==> config.mk <==
export PLATFORM = sky130hd
export DESIGN_NAME = callret_seq
export DESIGN_NICKNAME = d
export VERILOG_FILES = /design/src/rtl/callret_pkg.sv /design/src/rtl/callret_target.sv /design/src/rtl/callret_addr.sv /design/src/rtl/callret_popasm.sv /design/src/rtl/callret_seq.sv
export SDC_FILE = /design/constraint.sdc
export NUM_CORES = 1
export LEC_CHECK = 0
export ABC_AREA = 1
export BUFFER_PORTS_ARGS = -buffer_cell sky130_fd_sc_hd__buf_4
export CAP_MARGIN = 20
export CORE_UTILIZATION = 55
export CTS_BUF_LIST = sky130_fd_sc_hd__clkbuf_16
export DETAILED_ROUTE_END_ITERATION = 7
export PLACE_DENSITY = 0.8
export SLEW_MARGIN = 25
export SYNTH_ARGS = -nofsm -noshare
export SYNTH_HDL_FRONTEND = slang
export SYNTH_SLANG_ARGS = --single-unit
==> constraint.sdc <==
create_clock -name clk -period 4.56 [get_ports clk]
set_input_delay 0.684 -clock clk [delete_from_list [all_inputs] [get_ports clk]]
set_output_delay 0.684 -clock clk [all_outputs]
set_load 0.02 [all_outputs]
==> src/rtl/callret_pkg.sv <==
package callret_pkg;

  typedef enum logic [2:0] {
    OP_CALZ = 3'd0,
    OP_CALR = 3'd1,
    OP_CALM = 3'd2,
    OP_SWI  = 3'd3,
    OP_RET  = 3'd4,
    OP_RETS = 3'd5,
    OP_RETD = 3'd6,
    OP_RETI = 3'd7
  } op_e;

  typedef enum logic [2:0] {
    PH_IDLE,
    PH_OFFR,
    PH_FLAGW,
    PH_PUSH,
    PH_POP,
    PH_DATW,
    PH_FLAGR
  } ph_e;

  localparam int NIB_W = 4;
  localparam int ZP_W  = 6;
  localparam int FLG_Z = 0;
  localparam int FLG_C = 1;
  localparam int FLG_E = 2;
  localparam int FLG_I = 3;

endpackage

==> src/rtl/callret_target.sv <==
module callret_target
  import callret_pkg::*;
#(
  parameter int PC_W = 16,
  parameter logic [15:0] SWI_BASE = 16'h0100
) (
  input  op_e             op,
  input  logic [PC_W-1:0] pc,
  input  logic [7:0]      imm8,
  input  logic [7:0]      ext8,
  input  logic            ext_en,
  input  logic [3:0]      off_nib,
  input  logic [PC_W-1:0] popped,
  output logic [PC_W-1:0] target
);

  logic [PC_W-1:0] disp;
  logic [PC_W-1:0] one;

  assign one = PC_W'(1);

  // short displacement sign-extends; prefixed form is a signed 16-bit value
  always_comb begin
    if (ext_en) disp = PC_W'($signed({ext8, imm8}));
    else        disp = PC_W'($signed(imm8));
  end

  always_comb begin
    case (op)
      OP_CALZ: target = PC_W'(imm8);
      OP_CALR: target = pc + disp + one;
      OP_CALM: target = pc + PC_W'(off_nib) + one;
      OP_SWI:  target = PC_W'(SWI_BASE) + PC_W'(imm8[ZP_W-1:0]);
      OP_RETS: target = popped + one;
      default: target = popped;
    endcase
  end

endmodule

==> src/rtl/callret_addr.sv <==
module callret_addr
  import callret_pkg::*;
#(
  parameter int ADDR_W = 16,
  parameter int SP1_W  = 8,
  parameter int SP2_W  = 8,
  parameter int IDX_W  = 2
) (
  input  ph_e               phase,
  input  logic [IDX_W-1:0]  idx,
  input  logic [SP1_W-1:0]  sp1,
  input  logic [SP2_W-1:0]  sp2,
  input  logic [ADDR_W-1:0] x,
  input  logic [ZP_W-1:0]   zp,
  output logic [ADDR_W-1:0] addr
);

  logic [SP1_W-1:0]  sp1_dec;
  logic [SP2_W-1:0]  sp2_dec;
  logic [ADDR_W-1:0] push_base;
  logic [ADDR_W-1:0] pop_base;

  assign sp1_dec   = sp1 - SP1_W'(1);
  assign sp2_dec   = sp2 - SP2_W'(1);
  // frames are aligned to the nibble count, so offset k is simply OR-ed in
  assign push_base = ADDR_W'({sp1_dec, {IDX_W{1'b0}}});
  assign pop_base  = ADDR_W'({sp1, {IDX_W{1'b0}}});

  always_comb begin
    case (phase)
      PH_OFFR:  addr = ADDR_W'(zp);
      PH_FLAGW: addr = ADDR_W'(sp2_dec);
      PH_PUSH:  addr = push_base | ADDR_W'(idx);
      PH_POP:   addr = pop_base | ADDR_W'(idx);
      PH_DATW:  addr = x + ADDR_W'(idx);
      PH_FLAGR: addr = ADDR_W'(sp2);
      default:  addr = '0;
    endcase
  end

endmodule

==> src/rtl/callret_popasm.sv <==
module callret_popasm
  import callret_pkg::*;
#(
  parameter int NIBS  = 4,
  parameter int IDX_W = 2
) (
  input  logic                  clk,
  input  logic                  rst_n,
  input  logic                  cap_en,
  input  logic [IDX_W-1:0]      idx,
  input  logic [NIB_W-1:0]      rdata,
  output logic [NIBS*NIB_W-1:0] value
);

  for (genvar g = 0; g < NIBS; g++) begin : g_nib
    logic [NIB_W-1:0] held;
    logic             hit;

    assign hit = cap_en && (idx == IDX_W'(g));

    always_ff @(posedge clk or negedge rst_n) begin
      if (!rst_n)   held <= '0;
      else if (hit) held <= rdata;
    end

    // the nibble being read this cycle is forwarded so the final pop can commit at once
    assign value[g*NIB_W +: NIB_W] = hit ? rdata : held;
  end

endmodule

==> src/rtl/callret_seq.sv <==
module callret_seq
  import callret_pkg::*;
#(
  parameter int          ADDR_W   = 16,
  parameter int          SP1_W    = 8,
  parameter int          SP2_W    = 8,
  parameter int          PC_NIBS  = 4,
  parameter logic [SP1_W-1:0] SP1_RST = '0,
  parameter logic [SP2_W-1:0] SP2_RST = '0,
  parameter logic [15:0] SWI_BASE = 16'h0100
) (
  input  logic                      clk,
  input  logic                      rst_n,
  input  logic                      cmd_valid,
  output logic                      cmd_ready,
  input  logic [2:0]                cmd_op,
  input  logic [7:0]                cmd_imm,
  input  logic [7:0]                ext_imm,
  output logic [ADDR_W-1:0]         mem_addr,
  output logic [3:0]                mem_wdata,
  output logic                      mem_we,
  input  logic [3:0]                mem_rdata,
  output logic [PC_NIBS*4-1:0]      pc_o,
  output logic [SP1_W-1:0]          sp1_o,
  output logic [SP2_W-1:0]          sp2_o,
  output logic [3:0]                flags_o,
  output logic [ADDR_W-1:0]         x_o
);

  localparam int PC_W  = PC_NIBS * NIB_W;
  localparam int IDX_W = (PC_NIBS > 2) ? $clog2(PC_NIBS) : 1;
  localparam logic [IDX_W-1:0] IDX_LAST = IDX_W'(PC_NIBS - 1);

  ph_e               phase;
  op_e               cur_op;
  logic [IDX_W-1:0]  idx;
  logic [7:0]        cur_imm;
  logic [7:0]        cur_ext;
  logic [3:0]        off_nib;
  logic [PC_W-1:0]   ret_addr;
  logic [PC_W-1:0]   pc_q;
  logic [SP1_W-1:0]  sp1_q;
  logic [SP2_W-1:0]  sp2_q;
  logic [ADDR_W-1:0] x_q;
  logic [3:0]        flags_q;
  logic [PC_W-1:0]   popped;
  logic [PC_W-1:0]   target;
  logic              accept;
  logic              idx_last;
  logic              commit;
  logic              is_call;

  assign cmd_ready = (phase == PH_IDLE);
  assign accept    = cmd_valid && cmd_ready;
  assign idx_last  = (idx == IDX_LAST);
  assign is_call   = (cur_op == OP_CALZ) || (cur_op == OP_CALR) ||
                     (cur_op == OP_CALM) || (cur_op == OP_SWI);

  // the edge that finishes the last access of the instruction updates the registers
  always_comb begin
    case (phase)
      PH_PUSH:  commit = idx_last;
      PH_POP:   commit = idx_last && (cur_op != OP_RETD) && (cur_op != OP_RETI);
      PH_DATW:  commit = (idx == IDX_W'(1));
      PH_FLAGR: commit = 1'b1;
      default:  commit = 1'b0;
    endcase
  end

  function automatic ph_e first_phase(op_e o);
    case (o)
      OP_CALZ, OP_CALR: return PH_PUSH;
      OP_CALM:          return PH_OFFR;
      OP_SWI:           return PH_FLAGW;
      default:          return PH_POP;
    endcase
  endfunction

  // ---------------- sequencing ----------------
  always_ff @(posedge clk or negedge rst_n) begin
    if (!rst_n) begin
      phase    <= PH_IDLE;
      cur_op   <= OP_RET;
      idx      <= '0;
      cur_imm  <= '0;
      cur_ext  <= '0;
      off_nib  <= '0;
      ret_addr <= '0;
    end else if (accept) begin
      cur_op   <= op_e'(cmd_op);
      cur_imm  <= cmd_imm;
      cur_ext  <= ext_imm;
      ret_addr <= pc_q + PC_W'(1);
      idx      <= '0;
      phase    <= first_phase(op_e'(cmd_op));
    end else begin
      case (phase)
        PH_OFFR: begin
          off_nib <= mem_rdata;
          phase   <= PH_PUSH;
        end
        PH_FLAGW: phase <= PH_PUSH;
        PH_PUSH: begin
          idx <= idx + IDX_W'(1);
          if (idx_last) phase <= PH_IDLE;
        end
        PH_POP: begin
          idx <= idx_last ? '0 : idx + IDX_W'(1);
          if (idx_last) begin
            if (cur_op == OP_RETD)      phase <= PH_DATW;
            else if (cur_op == OP_RETI) phase <= PH_FLAGR;
            else                        phase <= PH_IDLE;
          end
        end
        PH_DATW: begin
          idx <= idx + IDX_W'(1);
          if (idx == IDX_W'(1)) phase <= PH_IDLE;
        end
        PH_FLAGR: phase <= PH_IDLE;
        default:  phase <= PH_IDLE;
      endcase
    end
  end

  // ---------------- architectural registers ----------------
  always_ff @(posedge clk or negedge rst_n) begin
    if (!rst_n) begin
      pc_q    <= '0;
      sp1_q   <= SP1_RST;
      sp2_q   <= SP2_RST;
      x_q     <= '0;
      flags_q <= '0;
    end else if (commit) begin
      pc_q  <= target;
      sp1_q <= is_call ? sp1_q - SP1_W'(1) : sp1_q + SP1_W'(1);
      if (cur_op == OP_SWI)  sp2_q <= sp2_q - SP2_W'(1);
      if (cur_op == OP_RETI) sp2_q <= sp2_q + SP2_W'(1);
      if (cur_op == OP_RETD) x_q   <= x_q + ADDR_W'(2);
      if (cur_op == OP_RETI) flags_q <= mem_rdata;
      else                   flags_q[FLG_E] <= 1'b0;
    end
  end

  // ---------------- memory port ----------------
  assign mem_we = (phase == PH_FLAGW) || (phase == PH_PUSH) || (phase == PH_DATW);

  always_comb begin
    case (phase)
      PH_FLAGW: mem_wdata = flags_q;
      PH_PUSH:  mem_wdata = ret_addr[idx*NIB_W +: NIB_W];
      PH_DATW:  mem_wdata = (idx == IDX_W'(0)) ? cur_imm[3:0] : cur_imm[7:4];
      default:  mem_wdata = '0;
    endcase
  end

  callret_addr #(
    .ADDR_W(ADDR_W), .SP1_W(SP1_W), .SP2_W(SP2_W), .IDX_W(IDX_W)
  ) u_addr (
    .phase(phase), .idx(idx), .sp1(sp1_q), .sp2(sp2_q), .x(x_q),
    .zp(cur_imm[ZP_W-1:0]), .addr(mem_addr)
  );

  callret_popasm #(
    .NIBS(PC_NIBS), .IDX_W(IDX_W)
  ) u_pop (
    .clk(clk), .rst_n(rst_n), .cap_en(phase == PH_POP), .idx(idx),
    .rdata(mem_rdata), .value(popped)
  );

  callret_target #(
    .PC_W(PC_W), .SWI_BASE(SWI_BASE)
  ) u_tgt (
    .op(cur_op), .pc(pc_q), .imm8(cur_imm), .ext8(cur_ext),
    .ext_en(flags_q[FLG_E]), .off_nib(off_nib), .popped(popped),
    .target(target)
  );

  assign pc_o    = pc_q;
  assign sp1_o   = sp1_q;
  assign sp2_o   = sp2_q;
  assign flags_o = flags_q;
  assign x_o     = x_q;

  // ---------------- assertions ----------------
  p_we_when_busy_r1: assert property (@(posedge clk) disable iff (!rst_n)
    mem_we |-> !cmd_ready);

  p_pc_hold_busy_r1: assert property (@(posedge clk) disable iff (!rst_n)
    !cmd_ready |-> $stable(pc_o));

  p_sp1_unit_step_r2: assert property (@(posedge clk) disable iff (!rst_n)
    !$stable(sp1_o) |-> ((sp1_o == SP1_W'($past(sp1_o) + SP1_W'(1))) ||
                         (sp1_o == SP1_W'($past(sp1_o) - SP1_W'(1)))));

  p_sp2_unit_step_r6: assert property (@(posedge clk) disable iff (!rst_n)
    !$stable(sp2_o) |-> ((sp2_o == SP2_W'($past(sp2_o) + SP2_W'(1))) ||
                         (sp2_o == SP2_W'($past(sp2_o) - SP2_W'(1)))));

  p_x_by_two_r9: assert property (@(posedge clk) disable iff (!rst_n)
    !$stable(x_o) |-> (x_o == ADDR_W'($past(x_o) + ADDR_W'(2))));

  p_flags_only_reti_r11: assert property (@(posedge clk) disable iff (!rst_n)
    !$stable({flags_o[FLG_I], flags_o[FLG_C], flags_o[FLG_Z]}) |-> ($past(cur_op) == OP_RETI));

  p_e_cleared_r11: assert property (@(posedge clk) disable iff (!rst_n)
    ($rose(cmd_ready) && ($past(cur_op) != OP_RETI)) |-> !flags_o[FLG_E]);

endmodule

==> impl_results.md <==
- Largest vdd supply drop: 490 µV
- Status: completed
- Fill cell count: 1347
- Final min period: 3.51 ns
- Core Util, Final: 0.644
- Die area: 15300 µm²
- Most used DFF post-synth: dfrtp_1
- Critical R2R Launch: idx[0]
- Initial core utilization: 0.563
- Worst-path clk slew: 0.07 ns
- Pre-CTS setup slack: 1.48 ns
- CTS tree: yes
- Gpl congestion: 1.00
- Critical path startpoint: phase[2]
- H-tree depth: 3
- Pwr Total: 6.96 mW
- Clock Skew: 0.00774 ns
- Most frequent cells in the layout: nand2_1 (337), inv_1 (129), dfrtp_1 (110), buf_4 (103), o21ai_0 (94)
- CTS Root Cell: clkbuf_16
- Drt wl/cell: 17.3 µm
- DR vias: 8368
- CORE AREA: 14500 µm²
- WP buf/inv: 2
- Die W: 124 µm
- Reg-to-reg setup timing slack: 1.41 ns
- Clock power share: 0.121
- Crit Path Class: reg -> out
- Pre-antenna DRT Iters: 5
- Syn Std Cell Area: 8150 µm²
- Post-Synthesis Cells: 1176
- Number of antenna violations at the first check in global routing: 1
- Antenna-violating nets left: 0
- WL final: 25000 µm
- Comb pwr share: 0.591
- Post-DP Area: 9020 µm²
- Worst setup margin: 1.05 ns
- Critical Path Sink Type: output pin
- Max incr delay on CP: 0.88 ns
- Layout area overhead: 14.3%
- ANT cells: 0
- HPWL Detailed: 19300 µm
- Final net count: 1319
- Setup tns final: 0 ns
- Slew headroom: 0.300
- First-pass GRT wire length: 39000 µm
- Sequential share of the synthesized area: 0.341
- Most common cell after layout, fill and taps aside: nand2_1
- Final period utilization: 0.769
- Pin count of the biggest net entering global routing: 48
- Cts bufs inserted: 9
- Worst-Skew Late Latency: 0.36 ns
- Overall die height: 124 µm
- Crit path max fanout: 22
- Clock Sinks: 111
- Sequential power share: 0.288
- Post-CTS resize count: 0
- Required time of the critical path: 3.88 ns
- Share of layout cells above drive strength 1: 0.112
- P per Cell Area: 747 nW/µm²
- Cell row count: 44
- Io pins: 100
- Final Hold Fails: 0
- Post-synth EDFFs: 0
- Ys Warns: 0
- Syn avg cell area: 6.93 µm²
- R2r worst-path depth: 14
- Syn Nets: 1236
- Least-Margin Pin Slew: 1.05 ns
- Vias in the first global route: 7575
- CP cell instances: nor3_1, inv_1, o22ai_1, a221oi_1, o211ai_1, buf_4
- Pint: 3.31 mW
- Post-route cell area: 9320 µm²
- Port bufs: 98
- Clock Path Buffers: 2
- Drt drc: 0
- Family with the most delay on the worst path: simple AND/OR/NAND/NOR gates
- Critical Path AT: 2.82 ns
- Achievable frequency: 285 MHz
- Critical path's slowest cell: nor3_1
- Total Routing Usage GR: 0.337
- Final number of setup-violating endpoints: 0
- #FFs+latches synth: 111
- Non-filler instance count after layout: 1447
- Hold Path Class: in -> async
- Vias/cell: 5.78
- First DRT Iteration DRCs: 655
- Critical path launch point type: flop
- Slew Viols, Final: 0
- Fraction of registers with async set/reset: 1.00
- Pleak: 4.64 nW
- Hold Slack: 0.241 ns
- Reg2reg end: pc_o[8]
- Post-Place Cells: 1432
- CTS Hold Bufs: 0
- Unrepaired setup endpoints after global routing: no
- Post-CTS Setup Inserts: 0
- Synth unique cells: 50
- Max-cap violations: 0
- Total gr overflow: 0
- Switching Fraction: 0.525
- Switching power: 3.66 mW
[cell usage after synthesis (all sizes together), types with 3 or more instances]
| library cell | number | area share |
|---|---|---|
| dfrtp | 110 | 0.34 |
| a21oi | 69 | 0.042 |
| xor2 | 43 | 0.046 |
| o21ai | 105 | 0.065 |
| ha | 32 | 0.049 |
| clkinv | 3 | 0.0014 |
| nand2 | 339 | 0.16 |
| nand4 | 24 | 0.018 |
| o22ai | 12 | 0.0092 |
| nand3b | 6 | 0.0055 |
| nor3 | 28 | 0.019 |
| nand3 | 80 | 0.052 |
| o211ai | 9 | 0.0083 |
| xnor2 | 11 | 0.012 |
| o2111ai | 3 | 0.0032 |
| inv | 131 | 0.060 |
| or2 | 3 | 0.0023 |
| o21bai | 4 | 0.0037 |
| nor4 | 4 | 0.0031 |
| buf | 13 | 0.0087 |
| clkbuf | 18 | 0.0083 |
| a221oi | 7 | 0.0075 |
| nor2 | 100 | 0.053 |
| a31oi | 4 | 0.0031 |
[registers in the layout (all words and copies together) (netlist names)]
signal	flops
pc_o	16
ret_addr	16
u_pop.g_nib.held	16
x_o	15
cur_ext	8
cur_imm	8
sp1_o	8
sp2_o	8
flags_o	4
off_nib	4
cur_op	3
phase	3
idx	2
[worst max path at each step]
stage                   endpoint  slack [ns]  depth (start not counted)
floorplan           mem_addr[11]        1.91                          8
global placement     mem_addr[2]        1.59                          6
detailed placement      pc_o[12]        1.48                         15
CTS                  mem_addr[2]        1.10                          6
global route         mem_addr[2]        0.85                          6
finish               mem_addr[2]        1.05                          6
[area by class of cell]
cell class / instances / area, µm² / share of cell area
inverter: 134 / 503 / 0.0540
clock inverter: 6 / 78.8 / 0.00846
sequential: 111 / 2780 / 0.298
multi-input combinational: 900 / 4730 / 0.508
clock buffer: 9 / 225 / 0.0242
tap: 184 / 230 / 0.0247
timing repair buffer: 103 / 773 / 0.0830
[per-layer routing]
metal	global-route usage	part of all wire
met3	0.0485	0.075
met2	0.546	0.47
met4	0.175	0.042
met1	0.437	0.41
met5	0	0.00052
[cell families after synthesis]
family                   after synthesis  synth area share
multiplexers                           1           0.00138
other                                  1          0.000460
AND/OR/NAND/NOR                      585             0.311
XOR/XNOR                              54            0.0580
adder cells (fa/ha/maj)               34            0.0540
AO/OA/AOI/OAI                        225             0.155
buffers and inverters                165            0.0787
flip-flops                           111             0.341
[power by group through the flow]
stage / combinational [mW] / sequential (mW) / clock, mW
after floorplan: 2.81 / 1.88 / 0
after global placement: 4.00 / 1.99 / 0
after detailed placement: 4.06 / 2.00 / 0
after CTS: 4.08 / 1.99 / 0.840
after global routing: 4.58 / 2.06 / 0.882
final: 4.12 / 2.01 / 0.839
Note: power is estimated with default switching activity, not from simulation.
